==> config.mk <==
export PLATFORM = sky130hd
export DESIGN_NAME = lsu_align
export DESIGN_NICKNAME = d
export VERILOG_FILES = /design/src/rtl/lsu_pkg.sv /design/src/rtl/lsu_agen.sv /design/src/rtl/lsu_load_steer.sv /design/src/rtl/lsu_store_steer.sv /design/src/rtl/lsu_align.sv
export SDC_FILE = /design/constraint.sdc
export NUM_CORES = 1
export LEC_CHECK = 0
export ABC_AREA = 1
export BUFFER_PORTS_ARGS = -buffer_cell sky130_fd_sc_hd__buf_2
export CAP_MARGIN = 40
export CORE_MARGIN = 2
export CORE_UTILIZATION = 42
export CTS_BUF_LIST = sky130_fd_sc_hd__clkbuf_4 sky130_fd_sc_hd__clkbuf_8 sky130_fd_sc_hd__clkbuf_16
export DETAILED_ROUTE_END_ITERATION = 8
export HOLD_SLACK_MARGIN = 0.08
export MAX_ROUTING_LAYER = met4
export PLACE_DENSITY = 0.75
export REMOVE_ABC_BUFFERS = 1
export SLEW_MARGIN = 15
export SYNTH_ARGS = -nofsm -noshare
export SYNTH_HDL_FRONTEND = slang
export SYNTH_SLANG_ARGS = --single-unit
==> constraint.sdc <==
create_clock -name clk -period 3.8 [get_ports clk]
set_input_delay 0.57 -clock clk [delete_from_list [all_inputs] [get_ports clk]]
set_output_delay 0.57 -clock clk [all_outputs]
set_load 0.005 [all_outputs]
==> src/rtl/lsu_pkg.sv <==
package lsu_pkg;
  typedef enum logic [1:0] {
    SZ_BYTE = 2'b00,
    SZ_HALF = 2'b01,
    SZ_WORD = 2'b10,
    SZ_RSVD = 2'b11
  } lsu_size_e;
endpackage

==> src/rtl/lsu_agen.sv <==
module lsu_agen #(
  parameter int DATA_W = 32,
  parameter int IMM_W  = 16
) (
  input  logic [DATA_W-1:0] base,
  input  logic [IMM_W-1:0]  imm,
  input  logic [1:0]        size,
  output logic [DATA_W-1:0] eff,
  output logic              misaligned
);
  import lsu_pkg::*;
  localparam int LANES = DATA_W / 8;
  localparam int OFF_W = $clog2(LANES);

  assign eff = base + {{(DATA_W-IMM_W){imm[IMM_W-1]}}, imm};

  always_comb begin
    unique case (lsu_size_e'(size))
      SZ_BYTE: misaligned = 1'b0;
      SZ_HALF: misaligned = eff[0];
      default: misaligned = |eff[OFF_W-1:0];
    endcase
  end
endmodule

==> src/rtl/lsu_load_steer.sv <==
module lsu_load_steer #(
  parameter int DATA_W     = 32,
  parameter bit BIG_ENDIAN = 1'b0
) (
  input  logic [DATA_W-1:0]             rdata,
  input  logic [$clog2(DATA_W/8)-1:0]   off,
  input  logic [1:0]                    size,
  input  logic                          uns,
  output logic [DATA_W-1:0]             data
);
  import lsu_pkg::*;
  localparam int LANES  = DATA_W / 8;
  localparam int OFF_W  = $clog2(LANES);
  localparam int HIDX_W = (OFF_W > 1) ? OFF_W - 1 : 1;

  logic [OFF_W-1:0]  blane;
  logic [HIDX_W-1:0] hidx;
  logic [7:0]        bsel;
  logic [15:0]       hsel;

  generate
    if (BIG_ENDIAN) begin : g_be
      assign blane = ~off;
      assign hidx  = ~off[OFF_W-1:1];
    end else begin : g_le
      assign blane = off;
      assign hidx  = off[OFF_W-1:1];
    end
  endgenerate

  assign bsel = rdata[{blane, 3'b000} +: 8];
  assign hsel = rdata[{hidx, 4'b0000} +: 16];

  always_comb begin
    unique case (lsu_size_e'(size))
      SZ_BYTE: data = {{(DATA_W-8){bsel[7] & ~uns}}, bsel};
      SZ_HALF: data = {{(DATA_W-16){hsel[15] & ~uns}}, hsel};
      default: data = rdata;
    endcase
  end
endmodule

==> src/rtl/lsu_store_steer.sv <==
module lsu_store_steer #(
  parameter int DATA_W     = 32,
  parameter bit BIG_ENDIAN = 1'b0
) (
  input  logic [DATA_W-1:0]             wsrc,
  input  logic [$clog2(DATA_W/8)-1:0]   off,
  input  logic [1:0]                    size,
  output logic [DATA_W-1:0]             wdata,
  output logic [DATA_W/8-1:0]           be
);
  import lsu_pkg::*;
  localparam int LANES  = DATA_W / 8;
  localparam int OFF_W  = $clog2(LANES);
  localparam int HIDX_W = (OFF_W > 1) ? OFF_W - 1 : 1;

  logic [OFF_W-1:0]  blane;
  logic [HIDX_W-1:0] hidx;

  generate
    if (BIG_ENDIAN) begin : g_be
      assign blane = ~off;
      assign hidx  = ~off[OFF_W-1:1];
    end else begin : g_le
      assign blane = off;
      assign hidx  = off[OFF_W-1:1];
    end
  endgenerate

  always_comb begin
    wdata = '0;
    be    = '0;
    for (int l = 0; l < LANES; l++) begin
      unique case (lsu_size_e'(size))
        SZ_BYTE: if (OFF_W'(l) == blane) begin
          wdata[l*8 +: 8] = wsrc[7:0];
          be[l]           = 1'b1;
        end
        SZ_HALF: if (HIDX_W'(l >> 1) == hidx) begin
          wdata[l*8 +: 8] = wsrc[(l%2)*8 +: 8];
          be[l]           = 1'b1;
        end
        default: begin
          wdata[l*8 +: 8] = wsrc[l*8 +: 8];
          be[l]           = 1'b1;
        end
      endcase
    end
  end
endmodule

==> src/rtl/lsu_align.sv <==
module lsu_align #(
  parameter int DATA_W           = 32,
  parameter int IMM_W            = 16,
  parameter bit BIG_ENDIAN       = 1'b0,
  parameter int CODE_W           = 5,
  parameter int LOAD_FAULT_CODE  = 4,
  parameter int STORE_FAULT_CODE = 5
) (
  input  logic                 clk,
  input  logic                 rst,
  input  logic                 req_valid,
  input  logic                 req_store,
  input  logic [1:0]           req_size,
  input  logic                 req_unsigned,
  input  logic [DATA_W-1:0]    req_base,
  input  logic [IMM_W-1:0]     req_imm,
  input  logic [DATA_W-1:0]    req_wsrc,
  input  logic [DATA_W-1:0]    mem_rdata,
  output logic                 rsp_valid,
  output logic [DATA_W-1:0]    rsp_load_data,
  output logic [DATA_W-1:0]    mem_wdata,
  output logic [DATA_W/8-1:0]  mem_be,
  output logic [DATA_W-1:0]    rsp_addr,
  output logic                 fault_valid,
  output logic [CODE_W-1:0]    fault_code,
  output logic [DATA_W-1:0]    fault_addr
);
  import lsu_pkg::*;
  localparam int LANES = DATA_W / 8;
  localparam int OFF_W = $clog2(LANES);

  logic [DATA_W-1:0] eff;
  logic              misal;
  logic [DATA_W-1:0] ld_next;
  logic [DATA_W-1:0] st_data;
  logic [LANES-1:0]  st_be;

  lsu_agen #(.DATA_W(DATA_W), .IMM_W(IMM_W)) u_agen (
    .base(req_base), .imm(req_imm), .size(req_size),
    .eff(eff), .misaligned(misal)
  );

  lsu_load_steer #(.DATA_W(DATA_W), .BIG_ENDIAN(BIG_ENDIAN)) u_ld (
    .rdata(mem_rdata), .off(eff[OFF_W-1:0]), .size(req_size),
    .uns(req_unsigned), .data(ld_next)
  );

  lsu_store_steer #(.DATA_W(DATA_W), .BIG_ENDIAN(BIG_ENDIAN)) u_st (
    .wsrc(req_wsrc), .off(eff[OFF_W-1:0]), .size(req_size),
    .wdata(st_data), .be(st_be)
  );

  always_ff @(posedge clk) begin
    if (rst) begin
      rsp_valid     <= 1'b0;
      rsp_load_data <= '0;
      mem_wdata     <= '0;
      mem_be        <= '0;
      rsp_addr      <= '0;
      fault_valid   <= 1'b0;
      fault_code    <= '0;
      fault_addr    <= '0;
    end else begin
      rsp_valid   <= req_valid;
      fault_valid <= 1'b0;
      fault_code  <= '0;
      mem_be      <= '0;
      if (req_valid) begin
        rsp_addr <= eff;
        if (misal) begin
          fault_valid   <= 1'b1;
          fault_code    <= req_store ? CODE_W'(STORE_FAULT_CODE)
                                     : CODE_W'(LOAD_FAULT_CODE);
          fault_addr    <= eff;
          rsp_load_data <= '0;
          mem_wdata     <= '0;
        end else if (req_store) begin
          rsp_load_data <= '0;
          mem_wdata     <= st_data;
          mem_be        <= st_be;
        end else begin
          rsp_load_data <= ld_next;
          mem_wdata     <= '0;
        end
      end
    end
  end

  assert_fault_quiet_R11: assert property (@(posedge clk) disable iff (rst)
    fault_valid |-> (mem_be == '0 && rsp_load_data == '0 && mem_wdata == '0));

  assert_fault_addr_R11: assert property (@(posedge clk) disable iff (rst)
    fault_valid |-> fault_addr == rsp_addr);

  assert_fault_hold_R11: assert property (@(posedge clk) disable iff (rst)
    !fault_valid |-> $stable(fault_addr));

  assert_fault_code_R10: assert property (@(posedge clk) disable iff (rst)
    fault_valid |-> fault_code == ($past(req_store) ? CODE_W'(STORE_FAULT_CODE)
                                                    : CODE_W'(LOAD_FAULT_CODE)));

  assert_byte_never_faults_R10: assert property (@(posedge clk) disable iff (rst)
    (rsp_valid && $past(req_size) == SZ_BYTE) |-> !fault_valid);

  assert_be_shape_R7: assert property (@(posedge clk) disable iff (rst)
    $countones(mem_be) == 0 || $countones(mem_be) == 1 ||
    $countones(mem_be) == 2 || $countones(mem_be) == LANES);

  assert_load_no_be_R5: assert property (@(posedge clk) disable iff (rst)
    (rsp_valid && !$past(req_store)) |-> mem_be == '0);

  assert_idle_quiet_R12: assert property (@(posedge clk) disable iff (rst)
    !rsp_valid |-> (mem_be == '0 && !fault_valid && fault_code == '0));
endmodule

Word-level counts from Yosys, hierarchy flattened
Index checks and enable logic that the tools add are counted.
{"block": "totals", "ff_bits": 139, "in_bits": 119, "out_inout_bits": 139, "elab_cells": 58}
{"block": "classes", "n_addsub": 1, "eq_ne": 4, "shifts": 2, "muxes": 30, "bitwise": 6, "reduce_logical": 7}
{"operator": "$mux 32", "count": 4}
{"operator": "$mux 8", "count": 8}
{"operator": "$pmux 32 s2", "count": 1}
{"operator": "$pmux 8 s2", "count": 4}
{"operator": "$add 32x32->32", "count": 1}
{"operator": "$shiftx 32x6->16", "count": 1}
{"operator": "$shiftx 32x6->8", "count": 1}
{"operator": "$pmux 1 s2", "count": 5}
{"operator": "$mux 1", "count": 8}
{"operator": "$eq 2x2->1 const A", "count": 2}
{"operator": "$logic_not 2->1", "count": 2}
{"operator": "$not 1->1", "count": 4}
{"operator": "$reduce_or 2->1", "count": 2}
{"operator": "$reduce_or 4->1", "count": 1}
{"operator": "$reduce_or 3->1", "count": 1}
{"operator": "$and 1x1->1", "count": 2}
{"operator": "$eq 1x2->1 const A", "count": 1}
{"operator": "$eq 2x1->1 const B", "count": 1}
{"operator": "$reduce_and 2->1", "count": 1}

Longest topological paths before layout
{"block": "depth", "word_depth": 6, "depth_mapped": 14}

Modules after synthesis
From an unflattened synthesis, not the netlist that was laid out.
{"block": "unflattened", "cells_unflattened": 1437, "area_unflattened_um2": 8868.5}
{"module": "lsu_align", "n_inst": 1, "cells_each": 657, "area_per_inst_um2": 4987.3, "seq_area_each_um2": 2722.6}
{"module": "lsu_agen", "n_inst": 1, "cells_each": 497, "area_per_inst_um2": 2397.3, "seq_area_each_um2": 0.0}
{"module": "lsu_load_steer", "n_inst": 1, "cells_each": 154, "area_per_inst_um2": 893.4, "seq_area_each_um2": 0.0}
{"module": "lsu_store_steer", "n_inst": 1, "cells_each": 129, "area_per_inst_um2": 590.6, "seq_area_each_um2": 0.0}

Least setup slack after synthesis
Ideal clock, no wire load.
{"block": "synth_path", "path_kind": "input port to flip-flop", "from": "input port req_base[0]", "to": "register rsp_load_data[22]", "setup_ns": 0.070, "t_arrival_ns": 2.422, "t_required_ns": 3.730, "slack_ns": 1.307, "stages": 12, "cell_sequence": "ha_1 -> inv_1 -> fa_1 -> buf_4 -> nand2_1 -> o22ai_1 -> inv_1 -> nand4_4 -> a21oi_4 -> buf_6 -> nand2_1 -> a21oi_1"}
{"block": "synth_between", "elab_chain_len": 6}
{"element": "start: declaration", "line": "lsu_align.sv:15", "text": "input logic [DATA_W-1:0] req_base,"}
{"element": "$add 32x32->32 (*)", "line": "lsu_agen.sv:15", "text": "assign eff = base + {{(DATA_W-IMM_W){imm[IMM_W-1]}}, imm};"}
{"element": "$shiftx 32x6->16 or $shiftx 32x6->8 (tied branches)", "line": "lsu_load_steer.sv:32, lsu_load_steer.sv:31"}
{"element": "$and 1x1->1 (on tied branches)", "line": "lsu_load_steer.sv:37, lsu_load_steer.sv:36"}
{"element": "$pmux 32 s2", "line": "lsu_load_steer.sv:35", "text": "unique case (lsu_size_e'(size))"}
{"element": "$mux 32", "line": "lsu_align.sv:77", "text": "end else if (req_store) begin"}
{"element": "$mux 32 (*)", "line": "lsu_align.sv:70", "text": "if (misal) begin"}
{"element": "end signal: assignment", "line": "lsu_align.sv:82", "text": "rsp_load_data <= ld_next;"}
{"element": "end: declaration", "line": "lsu_align.sv:20", "text": "output logic [DATA_W-1:0] rsp_load_data,"}
Mark *: on every way between the ends. The rest lies on a longest branch, timed or not.
A chain may end at the register's enable or synchronous reset.

Final worst setup path
{"block": "layout_path", "from": "input port req_imm[0]", "to": "register rsp_load_data[15]"}
{"block": "layout_between", "elab_chain_len": 6}
{"element": "start: declaration", "line": "lsu_align.sv:16", "text": "input logic [IMM_W-1:0] req_imm,"}
{"element": "$add 32x32->32 (*)", "line": "lsu_agen.sv:15"}
{"element": "$shiftx 32x6->8", "line": "lsu_load_steer.sv:31", "text": "assign bsel = rdata[{blane, 3'b000} +: 8];"}
{"element": "$and 1x1->1", "line": "lsu_load_steer.sv:36", "text": "SZ_BYTE: data = {{(DATA_W-8){bsel[7] & ~uns}}, bsel};"}
{"element": "$pmux 32 s2", "line": "lsu_load_steer.sv:35"}
{"element": "$mux 32", "line": "lsu_align.sv:77"}
{"element": "$mux 32 (*)", "line": "lsu_align.sv:70"}
Marked as above.

==> summary.txt <==
Global route
  – First-pass GRT wire length: 42900 µm
  – Pin count of the biggest net entering global routing: 65
  – Vias in the first global route: between 8000 and 9000
  – GRT overflow: 0
  – GRT Total Usage: between 20% and 30%
  – Initial antenna violation count: 1

Synth
  – Sequential area share after synthesis: 33.4%
  – Mapped Cells: 1297
  – Mean Syn Cell Area: about 6.3 µm²
  – Largest cells by area after synthesis: dfxtp_1 33%, nand2_1 19%, inv_1 9.6%
  – Cell variety after synth: 43
  – Post-synth top cells: 410 x nand2_1, 208 x inv_1, 136 x dfxtp_1
  – Post-synth top area share: 33.4%
  – Primary FF master, synth: dfxtp_1
  – Synth Cell Area: about 8100 µm²
  – Ys Warns: 0
  – Seq cells post-synth: 136
  – Cell with the most instances after synthesis: nand2_1
  – Post-synth EDFFs: 0
  – Asr flop ratio synth: 0%
  – Cell taking the most area after synthesis: dfxtp_1

Setup path
  – Buf+Inv Stages, Crit Path: 3
  – CP max stage cell: fa_1
  – Max FO, Critical Path: 17
  – Worst setup EP type: register
  – CP delay by family, top: adder cells
  – Setup CP Type: input pin to register
  – Worst path cell trace: buf_2 > ha_1 > inv_1 > fa_1 > o21ai_0 > nand2_2 > nand3_2 > inv_1 > o211ai_1 > a21oi_1
  – CP Depth: 10
  – CP Launch Type: input pin
  – Reg2Reg Depth: 3
  – Slowest stage delay, CP: 680 ps
  – Most frequent CP cell: inv_1
  – WP data required: 4160 ps
  – CP arrival: between 3000 and 4000 ps

Status
  – Status: finished, final reports clean

Die
  – Chip width: 143 µm
  – Core Region: 18900 µm²
  – Initial Util: between 40% and 50%
  – Die Height: 143 µm
  – Cell Rows: 50
  – Num ports: 258
  – Die ar.: just over 20000 µm²

Worst hold path
  – Hold crit path type: input pin to register
  – Hold path depth: 3

Timing
  – Fin worst setup slack: 1010 ps
  – Slew Limit Headroom: between 50% and 60%
  – Fmax: 0.359 GHz
  – Setup violators final: 0
  – Least-Margin Pin Slew: 683 ps
  – Final Skew: 0 ps
  – Setup TNS: 0 ps
  – RSZ-0062 raised after global routing: no
  – Slew Viols, Final: 0
  – Final hold vios: 0
  – Period Utilization, post-route: 73.3%
  – Min Tclk post-route: 2790 ps

Clock tree
  – CTS tree: yes
  – CTS HTree Levels: 4
  – Post_cts resized: 0
  – Cts hold-fix bufs: 0
  – Clock Tree Root: clkbuf_16
  – CTS sink count: 136
  – Clk slew on worst S/H paths: 70 ps
  – Clk buf depth: 2
  – Num CTS Buffers: 17
  – Worst-Skew Late Latency: 420 ps
  – Post-CTS Setup Bufs: 0

Detailed routing
  – Top layer in use: met4
  – Antenna Violating Nets Remaining: 0
  – Vias: 9023
  – Avg WL per Cell: 15.4 µm
  – Vias per cell: 4.98
  – Iteration-0 DRC Markers: between 500 and 600
  – Pre-Repair DR Iteration Count: 5
  – Final Routed Wirelength: around 28000 µm
  – # DRC: 0
  – Post-Route M1 WL: 11800 µm
  – Met3 routed WL: ~2000 µm
  – Met2 routed WL: between 10000 and 15000 µm

Power and ir drop
  – Leak Pwr: between 5 and 6 nW
  – Tot Pwr: about 4.2 mW
  – Internal Power: approximately 2.8 mW
  – Clock power share: 39.9%
  – Peak VDD IR: 0.322 mV
  – Comb pwr share: 23.0%
  – Sw Pwr: ~1.4 mW
  – Power Density: 413 nW/µm²
  – Switching share of total power: 33.6%
  – Seq pwr share: 37.1%

Job
  – Max-cap violations: 0

Final layout
  – Synth-to-layout area growth: 25.7%
  – Fill cell count: between 1500 and 2000
  – Reg area: 2720 µm²
  – Layout cells sized above 1: a little over 20%
  – Multi-input logic area: about 4400 µm²
  – Final non-filler cell area: 10200 µm²
  – Nets@finish: 1688

Placement
  – GPL Wtd Cong: 0.962
  – Placed instance area: 9640 µm²
  – Half-perimeter wire length after placement: 21700 µm
  – Place WS: 582 ps
  – Port buffer count: between 200 and 300
[tightest hold or removal path, stage by stage]
cell,delay [ps]
buf_2,100
inv_1,60
nor2_1,90
[per-layer routing]
metal,up-vias,GRT usage (%)
li1,4586,-
met3,45,4.56
met5,-,-
met1,4034,32.8
met2,358,47.3
met4,0,8.77
[placed cells by master (no fill, tap or decap), types with 11 or more instances in the layout]
master	n
a21oi_1	77
buf_2	254
buf_4	11
clkbuf_16	17
dfxtp_1	136
ha_1	31
inv_1	208
nand2_1	410
nand3_1	97
nor2_1	116
o211ai_1	16
o21ai_0	49
[stage by stage]
step | instances | util (%) | hold WS [ps]
final | 1811 | 54.2 | 430
after global routing | 1811 | 54.2 | 418
after CTS | 1810 | 54.2 | 408
after detailed placement | 1778 | 51.0 | 455
after global placement | 1777 | 50.9 | 455
after floorplan | 1252 | - | 451
[flip-flops by register name (all words and copies together) (netlist names)]
register / count
fault_code: 2
rsp_addr: 32
fault_valid: 1
fault_addr: 32
mem_be: 4
mem_wdata: 32
rsp_valid: 1
rsp_load_data: 32
[cell families after synthesis]
logic type / synth area share (%)
xor+xnor: 1.61
simple gates: 31.9
buf+inv: 12.5
flops: 33.4
compound gates: 15.5
fa+ha+maj: 5.01
other cells: 0.0460
[final timing paths]
check	from	end	slack [ps]
worst max-delay path	req_imm[0]	rsp_load_data[15]	1010
worst min-delay path	req_store	fault_code[0]	430
worst max register to register	fault_addr[6]	fault_addr[6]	3070
worst min register to register	rsp_load_data[1]	rsp_load_data[1]	460
[power groups by stage]
stage	Sequential (mW)	Combinational, mW	Clock (mW)
after floorplan	1.61	0.557	0
after CTS	1.57	0.970	1.72
after detailed placement	1.60	0.964	0
after global routing	1.58	1.09	1.78
after global placement	1.60	0.954	0
final	1.57	0.973	1.69
[area by class of cell]
type / instances / area share (%)
sequential: 136 / 26.6
multi-input combinational: 900 / 43.1
timing repair buffer: 266 / 13.4
tap: 260 / 3.18
antenna: 1 / 0.0244
inverter: 216 / 7.93
clock inverter: 15 / 1.66
clock buffer: 17 / 4.15
No activity file was read; power rests on OpenSTA's default activity.
